## config.mk

```make
export PLATFORM = sky130hd
export DESIGN_NAME = ipi_mbox
export DESIGN_NICKNAME = d
export VERILOG_FILES = /design/src/rtl/ipi_mbox_pkg.sv /design/src/rtl/ipi_mbox_slot.sv /design/src/rtl/ipi_mbox_decode.sv /design/src/rtl/ipi_mbox.sv
export SDC_FILE = /design/constraint.sdc
export NUM_CORES = 1
export LEC_CHECK = 0
export BUFFER_PORTS_ARGS = -buffer_cell sky130_fd_sc_hd__buf_2
export CAP_MARGIN = 10
export CORE_MARGIN = 5
export CORE_UTILIZATION = 53
export CTS_BUF_LIST = sky130_fd_sc_hd__clkbuf_4 sky130_fd_sc_hd__clkbuf_8
export DETAILED_ROUTE_END_ITERATION = 8
export PLACE_DENSITY = 0.8
export REMOVE_ABC_BUFFERS = 1
export SLEW_MARGIN = 20
export SYNTH_ARGS = -nofsm -noshare
export SYNTH_HDL_FRONTEND = slang
export SYNTH_SLANG_ARGS = --single-unit
```

## constraint.sdc

```tcl
create_clock -name clk -period 2.4 [get_ports clk]
set_clock_uncertainty 0.05 [all_clocks]
set_input_delay 0.48 -clock clk [delete_from_list [all_inputs] [get_ports clk]]
set_output_delay 0.48 -clock clk [all_outputs]
set_load 0.01 [all_outputs]
```

## src/rtl/ipi_mbox_pkg.sv

```systemverilog
package ipi_mbox_pkg;
    localparam int NCORES    = 4;
    localparam int WORD_W    = 32;
    localparam int ADDR_W    = 8;
    localparam int CORE_W    = $clog2(NCORES);
    localparam logic [ADDR_W-1:0] RING_BASE = 8'h00;
    localparam logic [ADDR_W-1:0] ACK_BASE  = 8'h40;
    localparam logic [ADDR_W-1:0] EN_BASE   = 8'h80;

    typedef enum logic [1:0] {REG_NONE, REG_RING, REG_ACK, REG_EN} reg_kind_e;

    typedef struct packed {
        reg_kind_e         kind;
        logic [CORE_W-1:0] core;
    } reg_sel_t;

    function automatic reg_sel_t decode(input logic [ADDR_W-1:0] a);
        reg_sel_t s;
        s.kind = REG_NONE;
        s.core = '0;
        for (int c = 0; c < NCORES; c++) begin
            if (a == RING_BASE + ADDR_W'(16*c)) begin s.kind = REG_RING; s.core = CORE_W'(c); end
            if (a == ACK_BASE  + ADDR_W'(16*c)) begin s.kind = REG_ACK;  s.core = CORE_W'(c); end
            if (a == EN_BASE   + ADDR_W'(4*c))  begin s.kind = REG_EN;   s.core = CORE_W'(c); end
        end
        return s;
    endfunction
endpackage

```

## src/rtl/ipi_mbox_slot.sv

```systemverilog
module ipi_mbox_slot
    import ipi_mbox_pkg::*;
(
    input  logic              clk,
    input  logic              rst,
    input  logic [WORD_W-1:0] set_bits_i,
    input  logic [WORD_W-1:0] clr_bits_i,
    input  logic              en_we_i,
    input  logic              en_d_i,
    output logic [WORD_W-1:0] word_o,
    output logic              en_o,
    output logic              irq_o
);
    logic [WORD_W-1:0] word_q;
    logic              en_q;

    always_ff @(posedge clk) begin
        if (rst) begin
            word_q <= '0;
            en_q   <= 1'b0;
        end else begin
            word_q <= (word_q & ~clr_bits_i) | set_bits_i;
            if (en_we_i) en_q <= en_d_i;
        end
    end

    assign word_o = word_q;
    assign en_o   = en_q;
    assign irq_o  = en_q & (|word_q);

    assert_set_wins_R7: assert property (@(posedge clk) disable iff (rst)
        (set_bits_i != '0) |=> ((word_q & $past(set_bits_i)) == $past(set_bits_i)));
    assert_clear_only_R3: assert property (@(posedge clk) disable iff (rst)
        (set_bits_i == '0) |=> ((word_q & $past(clr_bits_i)) == '0));
    assert_hold_R2: assert property (@(posedge clk) disable iff (rst)
        (set_bits_i == '0 && clr_bits_i == '0) |=> $stable(word_q));
endmodule

```

## src/rtl/ipi_mbox_decode.sv

```systemverilog
module ipi_mbox_decode
    import ipi_mbox_pkg::*;
(
    input  logic                  bus_valid_i,
    input  logic                  bus_write_i,
    input  logic [ADDR_W-1:0]     bus_addr_i,
    input  logic [WORD_W-1:0]     bus_wdata_i,
    input  logic                  ring_valid_i,
    input  logic [CORE_W-1:0]     ring_core_i,
    input  logic [WORD_W-1:0]     ring_bits_i,
    output logic [NCORES-1:0][WORD_W-1:0] set_o,
    output logic [NCORES-1:0][WORD_W-1:0] clr_o,
    output logic [NCORES-1:0]     en_we_o,
    output reg_sel_t              sel_o
);
    always_comb begin
        sel_o = decode(bus_addr_i);
        for (int c = 0; c < NCORES; c++) begin
            set_o[c]   = '0;
            clr_o[c]   = '0;
            en_we_o[c] = 1'b0;
            if (bus_valid_i && bus_write_i && sel_o.core == CORE_W'(c)) begin
                if (sel_o.kind == REG_RING) set_o[c] = bus_wdata_i;
                if (sel_o.kind == REG_ACK)  clr_o[c] = bus_wdata_i;
                if (sel_o.kind == REG_EN)   en_we_o[c] = 1'b1;
            end
            if (ring_valid_i && ring_core_i == CORE_W'(c))
                set_o[c] = set_o[c] | ring_bits_i;
        end
    end
endmodule

```

## src/rtl/ipi_mbox.sv

```systemverilog
module ipi_mbox
    import ipi_mbox_pkg::*;
(
    input  logic              clk,
    input  logic              rst,
    input  logic              bus_valid_i,
    input  logic              bus_write_i,
    input  logic [7:0]        bus_addr_i,
    input  logic [31:0]       bus_wdata_i,
    output logic [31:0]       bus_rdata_o,
    input  logic              ring_valid_i,
    input  logic [1:0]        ring_core_i,
    input  logic [31:0]       ring_bits_i,
    output logic [3:0]        irq_o
);
    logic [NCORES-1:0][WORD_W-1:0] set_w, clr_w, words;
    logic [NCORES-1:0]             en_we, en_q;
    reg_sel_t                      sel;

    ipi_mbox_decode u_dec (
        .bus_valid_i, .bus_write_i, .bus_addr_i, .bus_wdata_i,
        .ring_valid_i, .ring_core_i, .ring_bits_i,
        .set_o(set_w), .clr_o(clr_w), .en_we_o(en_we), .sel_o(sel)
    );

    for (genvar c = 0; c < NCORES; c++) begin : g_slot
        ipi_mbox_slot u_slot (
            .clk, .rst,
            .set_bits_i(set_w[c]), .clr_bits_i(clr_w[c]),
            .en_we_i(en_we[c]), .en_d_i(bus_wdata_i[0]),
            .word_o(words[c]), .en_o(en_q[c]), .irq_o(irq_o[c])
        );
    end

    always_comb begin
        bus_rdata_o = '0;
        if (bus_valid_i && !bus_write_i) begin
            case (sel.kind)
                REG_ACK: bus_rdata_o = words[sel.core];
                REG_EN:  bus_rdata_o = {31'b0, en_q[sel.core]};
                default: bus_rdata_o = '0;
            endcase
        end
    end

    assert_reset_clear_R1: assert property (@(posedge clk) rst |=> (irq_o == '0));
    assert_irq_follow_R6: assert property (@(posedge clk) disable iff (rst)
        (irq_o == '0) || (en_q != '0));
    assert_idle_read_R8: assert property (@(posedge clk) disable iff (rst)
        (bus_valid_i && !bus_write_i && !ring_valid_i) |=> $stable(words));
endmodule

```

======== Yosys cells after proc, flatten, opt, wreduce, memory -nomap -nowiden ========
Index checks and enable logic that the tools add are counted.
storage, ports and cells
  register bits after elaboration ......... 132
  bits of input ports ..................... 79
  output and inout port bits .............. 36
  word-level logic and storage cells ...... 104
cells by class
  order comparisons ....................... 1
  eq/ne operators ......................... 20
  muxes and demuxes ....................... 37
  bitwise operators ....................... 20
  reduce and logical (&&, ||, !) cells .... 18
operator list
  kind                                                                          count
  32-bit 2-to-1 mux                                                             16
  32-bit bitwise OR                                                             8
  32-bit bitwise AND                                                            4
  32-bit inverter                                                               4
  32-bit OR reduction                                                           4
  32-bit binary-select mux with 2-bit select                                    1
  32-bit case mux with 2 select lines                                           1
  4-bit 2-to-1 mux                                                              11
  8-bit by 7-bit equality test with 1-bit output, second input constant         4
  8-bit equality test, second input constant                                    4
  8-bit by 6-bit equality test with 1-bit output, second input constant         2
  2-bit equality test, second input constant                                    6
  1-bit logical AND                                                             10
  8-bit by 5-bit equality test with 1-bit output, second input constant         1
  8-bit zero test                                                               1
  2-bit by 1-bit equality test with 1-bit output, second input constant         3
  1-bit 2-to-1 mux                                                              6
  1-bit bitwise AND                                                             4
  2-bit zero test                                                               2
  2-bit by 3-bit less-than comparator with 1-bit output, second input constant  1
  3-bit 2-to-1 mux                                                              1
  1-bit binary-select mux with 2-bit select                                     1
  1-bit zero test                                                               1

======== Logic depth before layout (Yosys ltp) ========
Gate-level depths: netlist of the first run.
  depth after elaboration ................. 19
  mapped depth ............................ 8
  depth with buffers taken out ............ 5

======== Hierarchy ========
From an unflattened synthesis of the first run, not the netlist that was laid out.
unflattened totals
  cell total of the unflattened synthesis .. 1084
  area, all modules ....................... 8284.2 µm²
modules (own cells, without submodules)
  module           times used  cells each  area each (µm²)  seq. area each (µm²)
  ipi_mbox_slot    4           146         1169.9           660.6
  ipi_mbox_decode  1           422         2517.4           0.0
  ipi_mbox         1           78          1087.3           0.0

======== Least setup slack after synthesis of the first run ========
OpenSTA, ideal clock, no wires.
  path type ............................... input -> output
  from .................................... input bus_addr_i[5]
  to ...................................... output bus_rdata_o[1]
  data arrival time ....................... 2.078 ns
  data required time ...................... 1.870 ns
  path slack .............................. -0.208 ns
  stages on the path ...................... 8
  buffers on the path ..................... 3
  cell sequence ........................... buf_4 nor4b_4 nand3b_1 and2_1 buf_2 buf_2 a222oi_1 a21oi_1
on the way
  word-level cells in the longest chain between the ends .. 16
  elaborated cells between the ends (all ways) .. 30
  those cells by class .................... eq/ne (13); mux (16); reduce/logical (1)
ends and longest elaborated chain
  what                                                                               RTL line                                text
  from (decl)                                                                        ipi_mbox.sv:8                           input logic [7:0] bus_addr_i,
  8-bit by 7-bit equality test with 1-bit output or 8-bit zero test (tied branches)  ipi_mbox_pkg.sv:23, ipi_mbox_pkg.sv:22
  4-bit 2-to-1 mux or 3-bit 2-to-1 mux (tied branches)                               ipi_mbox_pkg.sv:23, ipi_mbox_pkg.sv:22
  4-bit 2-to-1 mux (on tied branches)                                                ipi_mbox_pkg.sv:24, ipi_mbox_pkg.sv:23
  4-bit 2-to-1 mux (on tied branches)                                                ipi_mbox_pkg.sv:22, ipi_mbox_pkg.sv:24
  4-bit 2-to-1 mux (on tied branches)                                                ipi_mbox_pkg.sv:23, ipi_mbox_pkg.sv:22
  4-bit 2-to-1 mux (on tied branches)                                                ipi_mbox_pkg.sv:24, ipi_mbox_pkg.sv:23
  4-bit 2-to-1 mux (on tied branches)                                                ipi_mbox_pkg.sv:22, ipi_mbox_pkg.sv:24
  4-bit 2-to-1 mux (on tied branches)                                                ipi_mbox_pkg.sv:23, ipi_mbox_pkg.sv:22
  4-bit 2-to-1 mux (on tied branches)                                                ipi_mbox_pkg.sv:24, ipi_mbox_pkg.sv:23
  4-bit 2-to-1 mux (on tied branches)                                                ipi_mbox_pkg.sv:22, ipi_mbox_pkg.sv:24
  4-bit 2-to-1 mux (on tied branches)                                                ipi_mbox_pkg.sv:23, ipi_mbox_pkg.sv:22
  4-bit 2-to-1 mux (*)                                                               ipi_mbox_pkg.sv:24                      if (a == EN_BASE + ADDR_W'(4*c)) begin s.kind = REG_EN; s.core = CORE_W'(c); end
  32-bit binary-select mux with 2-bit select or 4-bit 2-to-1 mux (tied branches)     ipi_mbox.sv:39, ipi_mbox_pkg.sv:24
  32-bit 2-to-1 mux (implied by the code) or 2-bit equality test (tied branches)     ipi_mbox.sv:39, ipi_mbox.sv:38
  32-bit case mux with 2 select lines (*)                                            ipi_mbox.sv:38                          case (sel.kind)
  32-bit 2-to-1 mux (*)                                                              ipi_mbox.sv:37                          if (bus_valid_i && !bus_write_i) begin
  to (decl)                                                                          ipi_mbox.sv:10                          output logic [31:0] bus_rdata_o,
Mark *: on every way between the ends. The rest lies on a longest branch, timed or not. The select of a mux whose other input is x is not followed.

======== Worst setup path after layout of the first run ========
  from .................................... input bus_addr_i[6]
  to ...................................... output bus_rdata_o[17]
The elaborated chain is that of the path after synthesis.

==> results of run 1 <==
-- area by class of cell --
type	count	area, um2	area share
well taps	176	220	0.0239
clock inverters	9	149	0.0162
clock buffers	23	304	0.0330
flip-flops and latches	132	2640	0.287
repair buffers	217	1660	0.181
multi-input cells	557	3980	0.433
inverters	64	240	0.0261
-- repair_timing --
action                     CTS  global route
pin swaps                   61            28
setup endpoints to repair   35            36
buffers inserted            11             6
cloned                       0             3
resized for setup           34            25
-- critical path: stages --
cell	delay, ps
buf_8	100
nor4b_4	280
nand3b_1	140
and2_4	250
buf_12	160
a222oi_1	340
a21oi_1	150
buf_2	160
-- through the flow --
step / hold slack, ps / worst slack, ps / setup TNS, ps
final: 243 / -208 / -5010
after global routing: 237 / -285 / -7250
after CTS: 231 / -164 / -4520
after detailed placement: 424 / -329 / -12190
after global placement: 420 / -287 / -11080
after floorplan: 398 / -1450 / -113910
-- flip-flops by register name, summed over array words and instances, names as in the netlist --
signal	count
g_slot.u_slot.word_o	128
g_slot.u_slot.en_o	4
-- Yosys cell counts (all sizes together) --
library cell and number:
nor3b 3, o21a 5, nand3b 1, nor2b 1, and3 1, nor4b 4
and2 2, nor4 34, a211oi 1, nand4 12, a222oi 31, o21ai 67
nor2 5, nor3 2, nand3 8, a211o 2, and3b 1, a221oi 1
o211ai 1, buf 27, clkbuf 59, nor4bb 1, o22ai 1, nand4b 2
inv 64, mux2i 4, a32o 2, a22oi 97, a221o 32, a21oi 128
a22o 1, a311oi 33, o41ai 32, dfxtp 132, nand2b 5, nand2 35
a21boi 1, o211a 1
-- cell usage in the layout, fill, tap and decap left out, types with 3 or more instances in the layout --
| cell type | count |
|---|---|
| a21oi_1 | 125 |
| o21a_1 | 5 |
| nor4_1 | 22 |
| o21ai_1 | 31 |
| nand2_1 | 33 |
| dfxtp_1 | 132 |
| clkinv_2 | 4 |
| nand2b_1 | 5 |
| buf_6 | 6 |
| a311oi_1 | 32 |
| a21oi_2 | 3 |
| nand3_2 | 3 |
| clkbuf_4 | 3 |
| bufinv_16 | 4 |
| a22oi_1 | 96 |
| mux2i_1 | 4 |
| clkbuf_8 | 21 |
| inv_1 | 64 |
| nand4_1 | 12 |
| buf_8 | 4 |
| buf_4 | 79 |
| nor3b_1 | 3 |
| o41ai_1 | 32 |
| o21ai_0 | 36 |
| buf_2 | 108 |
| a221o_1 | 32 |
| buf_12 | 16 |
| clkbuf_16 | 3 |
| nor2_2 | 4 |
| a222oi_1 | 31 |
| nand3_1 | 5 |
| nor4_2 | 10 |
-- worst max-delay path by stage --
| stage | slack (ps) | end | start |
|---|---|---|---|
| 4_1_cts | -160 | bus_rdata_o[17] | bus_addr_i[5] |
| 3_3_place_gp | -290 | bus_rdata_o[3] | bus_addr_i[6] |
| 3_5_place_dp | -330 | bus_rdata_o[17] | bus_addr_i[5] |
| 2_1_floorplan | -1450 | g_slot[0].u_slot.word_o[0] | bus_addr_i[1] |
| 6_report | -210 | bus_rdata_o[17] | bus_addr_i[6] |
| 5_1_grt | -280 | bus_rdata_o[27] | bus_addr_i[6] |
-- cells by family after synthesis --
| kind of cell | count (synthesis) |
|---|---|
| and+or+nand+nor | 117 |
| buffers and inverters | 150 |
| AOI/OAI and AO/OA | 436 |
| DFF | 132 |
| muxes | 4 |
-- layer usage --
layer,vias up,track usage,part of all wire
met5,-,0,0.00047
met4,2,0.164,0.047
met3,142,0.103,0.14
met2,745,0.496,0.44
met1,3933,0.426,0.37
li1,3675,-,-
-- where the power goes --
group	switching [mW]	internal [mW]	leakage (nW)
combinational	0.389	0.268	2.05
clock	0.881	1.26	0.236
sequential	0.0759	2.27	1.07
==> out/qor.yml, run 1 <==
logic_synthesis:
  ys_seq_area_frac: 0.375
  synth_seq_cells: 132
  synth_area_leader_cell: "dfxtp_1"
  syn_area_um2: 7050
  syn_avg_cell_area_um2: 8.40
  synth_top_family_by_area: "compound AO/OA/AOI/OAI gates"
  synth_cell_types: 46
  postSynthCellCount: 839
  synth.top_cell.area_share: 0.375
  synthAdderAreaFrac: 0
  synth_simple_gate_area_frac: 0.0969
  synthXorXnorAreaFrac: 0
  synthTopCellsByArea: "dfxtp_1 38%, a22oi_1 10%, a21oi_1 9.1%"
  yosys_warnings: 0
  synthMuxAreaShare: 0.00568
  synth_compound_area_frac: 0.433
clocking:
  clk_latency_ps: 460
  clock-root-buffer: "clkbuf_8"
  numCtsBuffers: 17
  clk_path_buf_depth: 2
  clkSlewWorstSetupHoldPaths_ps: 70
  cts_sinks: 132
  cts_hold_buf: 0
  cts_tree: "built"
  htreeDepth: 4
cells_and_area:
  antenna-diode-count: 0
  layout.cells.non_filler: 1178
  fin_util: 0.700
  drive_gt1_frac: 0.287
  nFillCells: 1058
  final_nets: 1068
  final_area_um2: 9200
  syn_to_final_growth_pct: 30.6
place:
  io_buffers: 114
  globalplace.congestion: 0.951
  dp.cells: 1128
  placed_area_um2: 8300
  dp_hpwl_um: 17300
global_routing:
  grt_overflow: 0
  grt_pass1_wl_um: 42200
  grt_max_degree: 47
  grt_pass1_vias: 8131
  antenna_found_initial: 1
  track_usage: 0.329
worst_setup_path:
  crit_required_ps: 1870
  worstReg2RegEnd: "g_slot[0].u_slot.word_o[13]"
  crit_path_end_kind: "output port"
  critPathMaxFanout: 8
  crit_arrival_ps: 2080
  worst-r2r-setup-slack_ps: 1410
  startpoint_type: "input port"
  crit_type: "in -> out"
  r2r_cells: 3
  reg2reg_from: "g_slot[0].u_slot.word_o[13]"
floorplanning:
  die_w_um: 125
  ios: 115
  initial_core_util: 0.536
  design.die.area_um2: 15700
  num_rows: 42
  core_um2: 13100
  die-height_um: 125
timing:
  relSlewSlack: 0.637
  fmax_mhz: 383
  rsz0062_at_grt: "yes"
  setup_viol: 33
  finalCritPeriodShare: 1.09
  setup_slack_ps: -208
  period_minus_slack_ps: 2610
  slew_viol_final: 0
  worst_pin_slew_ps: 539
  hold_viol: 0
min_path:
  min_path_type: "in -> reg"
  hold_start: "ring_bits_i[2]"
  min_path_cells: 2
  min_to: "g_slot[0].u_slot.word_o[2]"
route:
  drt_wl_total_um: 27500
  vias_per_cell: 7.21
  vias: 8497
  drt-initial-drc-count: 1634
  routedWlPerCell_um: 23.3
  dr.pass1.iters: 9
  drc: 7
  route.antenna.remaining_nets: 0
power:
  power_density_nw_per_um2: 559
  leakagePower_nw: 3.36
  power.total_mw: 5.14
  ir_drop_uv: 367
status:
  outcome: "finished with violations"
  violations: "design-rule violations, negative setup slack"
flow_run:
  drv_cap: 0
No activity file was read; power rests on OpenSTA's default activity.
==> run 2: changes to the inputs <==
Settings changed: MAX_ROUTING_LAYER set to met4.
==> run 2 against run 1 <==
Effect of this change: the flow still finishes with violations (design-rule violations, negative setup slack); register-to-register slack worse by 20 ps; critical path depth stayed put; first-iteration DRC count grew 3.1%; power is 0.16% higher; die area unchanged; non-clock buffer count unchanged; critical path type unchanged; largest cell class unchanged.
==> out/qor.yml, run 2 (same netlist as run 1, synthesis figures left out) <==
clocking:
  cts_sinks: 132  # unchanged
  clk_path_buf_depth: 2  # unchanged
  cts_tree: "built"
  clkSlewWorstSetupHoldPaths_ps: 80  # about the same
  numCtsBuffers: 17  # unchanged
  htreeDepth: 4  # unchanged
  clock-root-buffer: "clkbuf_8"
  clk_latency_ps: 460  # about the same
global_routing:
  grt_pass1_wl_um: 42300  # about the same
  antenna_found_initial: 1  # unchanged
  grt_max_degree: 47  # unchanged
  grt_pass1_vias: 8143  # +0.15%
  track_usage: 0.339  # +0.00998
  grt_overflow: 0  # unchanged
route:
  route.antenna.remaining_nets: 0  # unchanged
  dr.pass1.iters: 9  # unchanged
  drc: 4  # -3
  routedWlPerCell_um: 23.4  # +0.41%
  drt_wl_total_um: 27600  # +0.50%
  drt-initial-drc-count: 1685  # +3.1%
  vias: 8508  # +0.13%
  vias_per_cell: 7.22  # about the same
status:
  violations: "design-rule violations, negative setup slack"
  outcome: "finished with violations"
cells_and_area:
  syn_to_final_growth_pct: 30.6  # about the same
  final_cell_mix: "132 x dfxtp_1, 125 x a21oi_1, 108 x buf_2"
  layout.cells.non_filler: 1179  # +0.085%
  layout_commonest_cell: "dfxtp_1"
  final_nets: 1068  # unchanged
  drive_gt1_frac: 0.287  # unchanged
  largest_reg_flops: 128  # unchanged
floorplanning:
  design.die.area_um2: 15700  # unchanged
  ios: 115  # unchanged
  num_rows: 42  # unchanged
  core_um2: 13100  # unchanged
  initial_core_util: 0.536  # unchanged
  die-height_um: 125  # unchanged
  die_w_um: 125  # unchanged
power:
  ir_drop_uv: 365  # -0.42%
  power_frac_comb: 0.128  # about the same
  p_sw_mw: 1.35  # +0.62%
  p_seq_frac: 0.455  # about the same
  power_frac_clock: 0.417  # about the same
  switching_share: 0.263  # +0.00122
  leakagePower_nw: 3.36  # unchanged
  intPower_mw: 3.80  # about the same
  power_density_nw_per_um2: 560  # +0.13%
worst_setup_path:
  crit_arrival_ps: 2080  # about the same
  startpoint_type: "input port"
  crit_path_end_kind: "output port"
  worst-r2r-setup-slack_ps: 1390  # -20 ps
  r2r_cells: 3  # unchanged
  crit_type: "in -> out"
  worst-path-buf-inv: 3  # unchanged
  cp_slowest_cell: "a222oi_1"
  crit_chain: "buf_8, nor4b_4, nand3b_1, and2_4, buf_12, a222oi_1, a21oi_1, buf_2"
  critPathMaxFanout: 8  # unchanged
  crit_family: "simple AND/OR/NAND/NOR gates"
  crit_required_ps: 1870  # about the same
  path_depth: 8  # unchanged
  cp_slowest_stage_delay_ps: 340  # about the same
timing:
  fmax_mhz: 384  # about the same
  hold_viol: 0  # unchanged
  finalCritPeriodShare: 1.09  # about the same
  worst_pin_slew_ps: 538  # -0.893 ps
  holdWs_ps: 239  # -3.87 ps
  slew_viol_final: 0  # unchanged
  relSlewSlack: 0.638  # about the same
  period_minus_slack_ps: 2610  # -2.46 ps
  setup_viol: 33  # unchanged
  setup_slack_ps: -205  # +2.46 ps
  rsz0062_at_grt: "yes"
place:
  globalplace.congestion: 0.968  # +1.8%
  pre_cts_ws_ps: -329  # unchanged
  io_buffers: 114  # unchanged
  dp_hpwl_um: 17300  # unchanged
  dp.cells: 1128  # unchanged
flow_run:
  drv_cap: 0  # unchanged
min_path:
  min_path_type: "in -> reg"
  min_path_cells: 2  # unchanged
run 2: layout make-up:
type,count,area [um2]
tap,176,220
fill,1058,3940
timing repair buffer,217,1660
multi-input combinational,557,3980
inverter,64,240
sequential,132,2640
clock buffer,23,304
antenna,1,2.50
clock inverter,9,149
run 2: final timing paths:
kind,to,from
worst max-delay path,bus_rdata_o[17],bus_addr_i[6]
worst min-delay path,g_slot[0].u_slot.word_o[15],ring_bits_i[15]
worst max register to register,g_slot[0].u_slot.word_o[13],g_slot[0].u_slot.word_o[13]
worst min register to register,g_slot[1].u_slot.word_o[28],g_slot[1].u_slot.word_o[28]
run 2: metrics by stage:
step,setup TNS (ps),power [mW],cell area [um2],util
2_1_floorplan,-113910,2.62,6660,-
3_3_place_gp,-11080,2.96,8300,0.632
3_5_place_dp,-12190,2.97,8300,0.632
4_1_cts,-4520,5.08,8980,0.683
5_1_grt,-7310,5.28,9200,0.700
6_report,-5110,5.15,9200,0.700
run 2: power by group through the flow:
stage | sequential, mW | clock, mW | combinational, mW
after floorplan | 2.36 | 0 | 0.258
after global placement | 2.38 | 0 | 0.575
after detailed placement | 2.38 | 0 | 0.585
after CTS | 2.34 | 2.14 | 0.611
after global routing | 2.35 | 2.23 | 0.701
final | 2.34 | 2.15 | 0.657
run 2: repair_timing:
action | 4_1_cts | 5_1_grt
setup endpoints to repair | 35 | 36
gates resized for setup | 34 | 25
hold buffers | 0 | 0
pin swaps | 61 | 28
setup buffers | 11 | 6
cloned | 0 | 3
run 2: worst register-to-register path: cells and delay by family, from the launching register on:
family	cells	cell delay [ps]
flops	1	390
compound gates	2	460
buf+inv	1	60
run 2: metal layers:
| metal | global-route usage | wire, um | vias up |
|---|---|---|---|
| met5 | - | 0 | - |
| met1 | 0.426 | 10100 | 3909 |
| met3 | 0.106 | 3790 | 160 |
| met2 | 0.499 | 12400 | 767 |
| met4 | 0.154 | 1340 | 0 |
| li1 | - | - | 3672 |
==> run 3: changes to the inputs <==
Clock period 2.4 ns to 2.2 ns, I/O delays scaled along.
==> run 3 against run 2 <==
Effect of this change: the flow still finishes with violations (design-rule violations, negative setup slack); sequential power grew 9.8%; combinational power grew 13%; die area is the same; cell area is the same; first-iteration DRC count grew 25%; global-route usage grew 1.5 points; clock-buffer cell count grew 3; largest cell class unchanged; cell count grew 0.17%; worst hold slack lost 46 ps; sequential share of layout area grew 0.11 points; worst setup slack lost 140 ps; critical path depth grew 1.
==> out/qor.yml, run 3 (same netlist as run 1, synthesis figures left out) <==
route:
  met2_length_um: 12600  # +1.6%
  highest_layer: "met4"
  met1Wirelength_um: 10200  # +1.2%
  drt_wl_total_um: 28500  # +3.4%
  routedWlPerCell_um: 24.2  # +3.2%
  route.antenna.remaining_nets: 0  # unchanged
  dr_wl_met3_um: 4180  # +10%
  drc: 19  # +15
  vias_per_cell: 7.38  # +2.2%
  dr.pass1.iters: 9  # unchanged
  drt-initial-drc-count: 2103  # +25%
  vias: 8710  # +2.4%
cells_and_area:
  final_cell_mix: "124 x dfxtp_1, 120 x a21oi_1, 110 x buf_2"
  layout.cells.non_filler: 1181  # +0.17%
  multiInputGateArea_um2: 4070  # +2.3%
  drive_gt1_frac: 0.308  # +0.0207
  final-seq-area_um2: 2650  # +0.38%
  layout_commonest_cell: "dfxtp_1"
  largest_reg_flops: 128  # unchanged
  syn_to_final_growth_pct: 30.6  # unchanged
  nFillCells: 1009  # -4.6%
  final_nets: 1069  # +0.094%
timing:
  finalCritPeriodShare: 1.16
  rsz0062_at_grt: "yes"
  hold_viol: 0  # unchanged
  slew_viol_final: 0  # unchanged
  period_minus_slack_ps: 2550
  relSlewSlack: 0.619  # -0.0192
  fmax_mhz: 393
  setup_slack_ps: -347  # -142 ps
  worst_pin_slew_ps: 565  # +26.4 ps
  setup_viol: 36  # +9.1%
floorplanning:
  ios: 115  # unchanged
  num_rows: 42  # unchanged
  core_um2: 13100  # unchanged
  design.die.area_um2: 15700  # unchanged
  initial_core_util: 0.536  # unchanged
  die-height_um: 125  # unchanged
  die_w_um: 125  # unchanged
clocking:
  clk_latency_ps: 460  # about the same
  htreeDepth: 4  # unchanged
  numCtsBuffers: 17  # unchanged
  cts_tree: "built"
  clkSlewWorstSetupHoldPaths_ps: 80  # about the same
  clock-root-buffer: "clkbuf_8"
  clk_path_buf_depth: 2  # unchanged
  cts_sinks: 132  # unchanged
  cts_hold_buf: 0  # unchanged
place:
  io_buffers: 114  # unchanged
  dp.cells: 1137  # +0.80%
  dp_hpwl_um: 17700  # +2.1%
  globalplace.congestion: 0.959  # -0.99%
  pre_cts_ws_ps: -411  # -82.4 ps
power:
  power.total_mw: 5.55  # +7.8%
  ir_drop_uv: 429  # +18%
  leakagePower_nw: 3.35  # -0.38%
  power_density_nw_per_um2: 603  # +7.8%
worst_setup_path:
  crit_required_ps: 1710  # -160 ps
  critPathMaxFanout: 6  # -2
  crit_chain: "buf_2, nor2_1, buf_4, o211ai_1, and2_4, buf_12, a222oi_1, a21oi_2, buf_2"
  worst-path-buf-inv: 4  # +1
  cp_slowest_stage_delay_ps: 400  # +60 ps
  cp_common_cell: "buf_2"
  crit_path_end_kind: "output port"
  crit_family: "compound AO/OA/AOI/OAI gates"
  crit_arrival_ps: 2060  # -20 ps
  startpoint_type: "input port"
  cp_slowest_cell: "a222oi_1"
  crit_type: "in -> out"
min_path:
  min_path_type: "in -> reg"
status:
  outcome: "finished with violations"
  violations: "design-rule violations, negative setup slack"
global_routing:
  grt_pass1_wl_um: 43900  # +3.8%
  grt_pass1_vias: 8248  # +1.3%
  track_usage: 0.354  # +0.0149
  grt_max_degree: 58  # +23%
  grt_overflow: 0  # unchanged
  antenna_found_initial: 2  # +1
flow_run:
  drv_cap: 0  # unchanged
==> run 3: cell count changes in the layout (fill, tap and decap cells not counted), moves of 6 or more <==
cell	previous run	this run
dfxtp_1	132	124
buf_4	79	85
nor4_1	22	13
dfxtp_2	0	8
buf_12	16	10
==> run 3: stage by stage <==
step,setup TNS (ps),util,instance area (um2),hold WS [ps]
6_report,-8840,0.700,9200,194
5_1_grt,-12220,0.700,9200,200
4_1_cts,-8860,0.693,9100,191
3_5_place_dp,-26580,0.633,8320,423
3_3_place_gp,-23510,0.633,8320,421
2_1_floorplan,-138390,-,6660,398
==> run 3: path summary, 6_finish.rpt <==
kind / slack, ps / to / from / cells after the start
max: -350 / bus_rdata_o[23] / bus_addr_i[1] / 9
min reg2reg: 440 / g_slot[1].u_slot.word_o[31] / g_slot[1].u_slot.word_o[31] / 2
max reg2reg: 1120 / g_slot[0].u_slot.word_o[16] / g_slot[0].u_slot.word_o[16] / 4
min: 190 / g_slot[0].u_slot.word_o[2] / ring_bits_i[2] / 2
==> run 3: layer usage <==
layer | GRT usage | vias to the layer above
met5 | - | -
met4 | 0.150 | 0
met3 | 0.103 | 209
met2 | 0.539 | 831
met1 | 0.439 | 3995
li1 | - | 3675
==> run 3: repair_timing <==
action	4_1_cts	5_1_grt
gates cloned	2	1
endpoints found under the setup margin	36	68
pin swaps	75	14
buffers inserted	8	3
resized for setup	57	18
endpoints found under the hold margin	0	0
==> run 3: layout make-up <==
type	instances	area share
Antenna cell	2	0.000544
Clock buffer	26	0.0382
Clock inverter	6	0.00938
Inverter	64	0.0261
Multi-Input combinational cell	557	0.442
Sequential cell	132	0.288
Tap cell	176	0.0239
Timing Repair Buffer	218	0.171
==> run 3: power breakdown <==
part | leakage (nW) | internal, mW | switching [mW]
sequential | 1.08 | 2.48 | 0.0958
combinational | 2.05 | 0.312 | 0.429
clock | 0.225 | 1.26 | 0.977
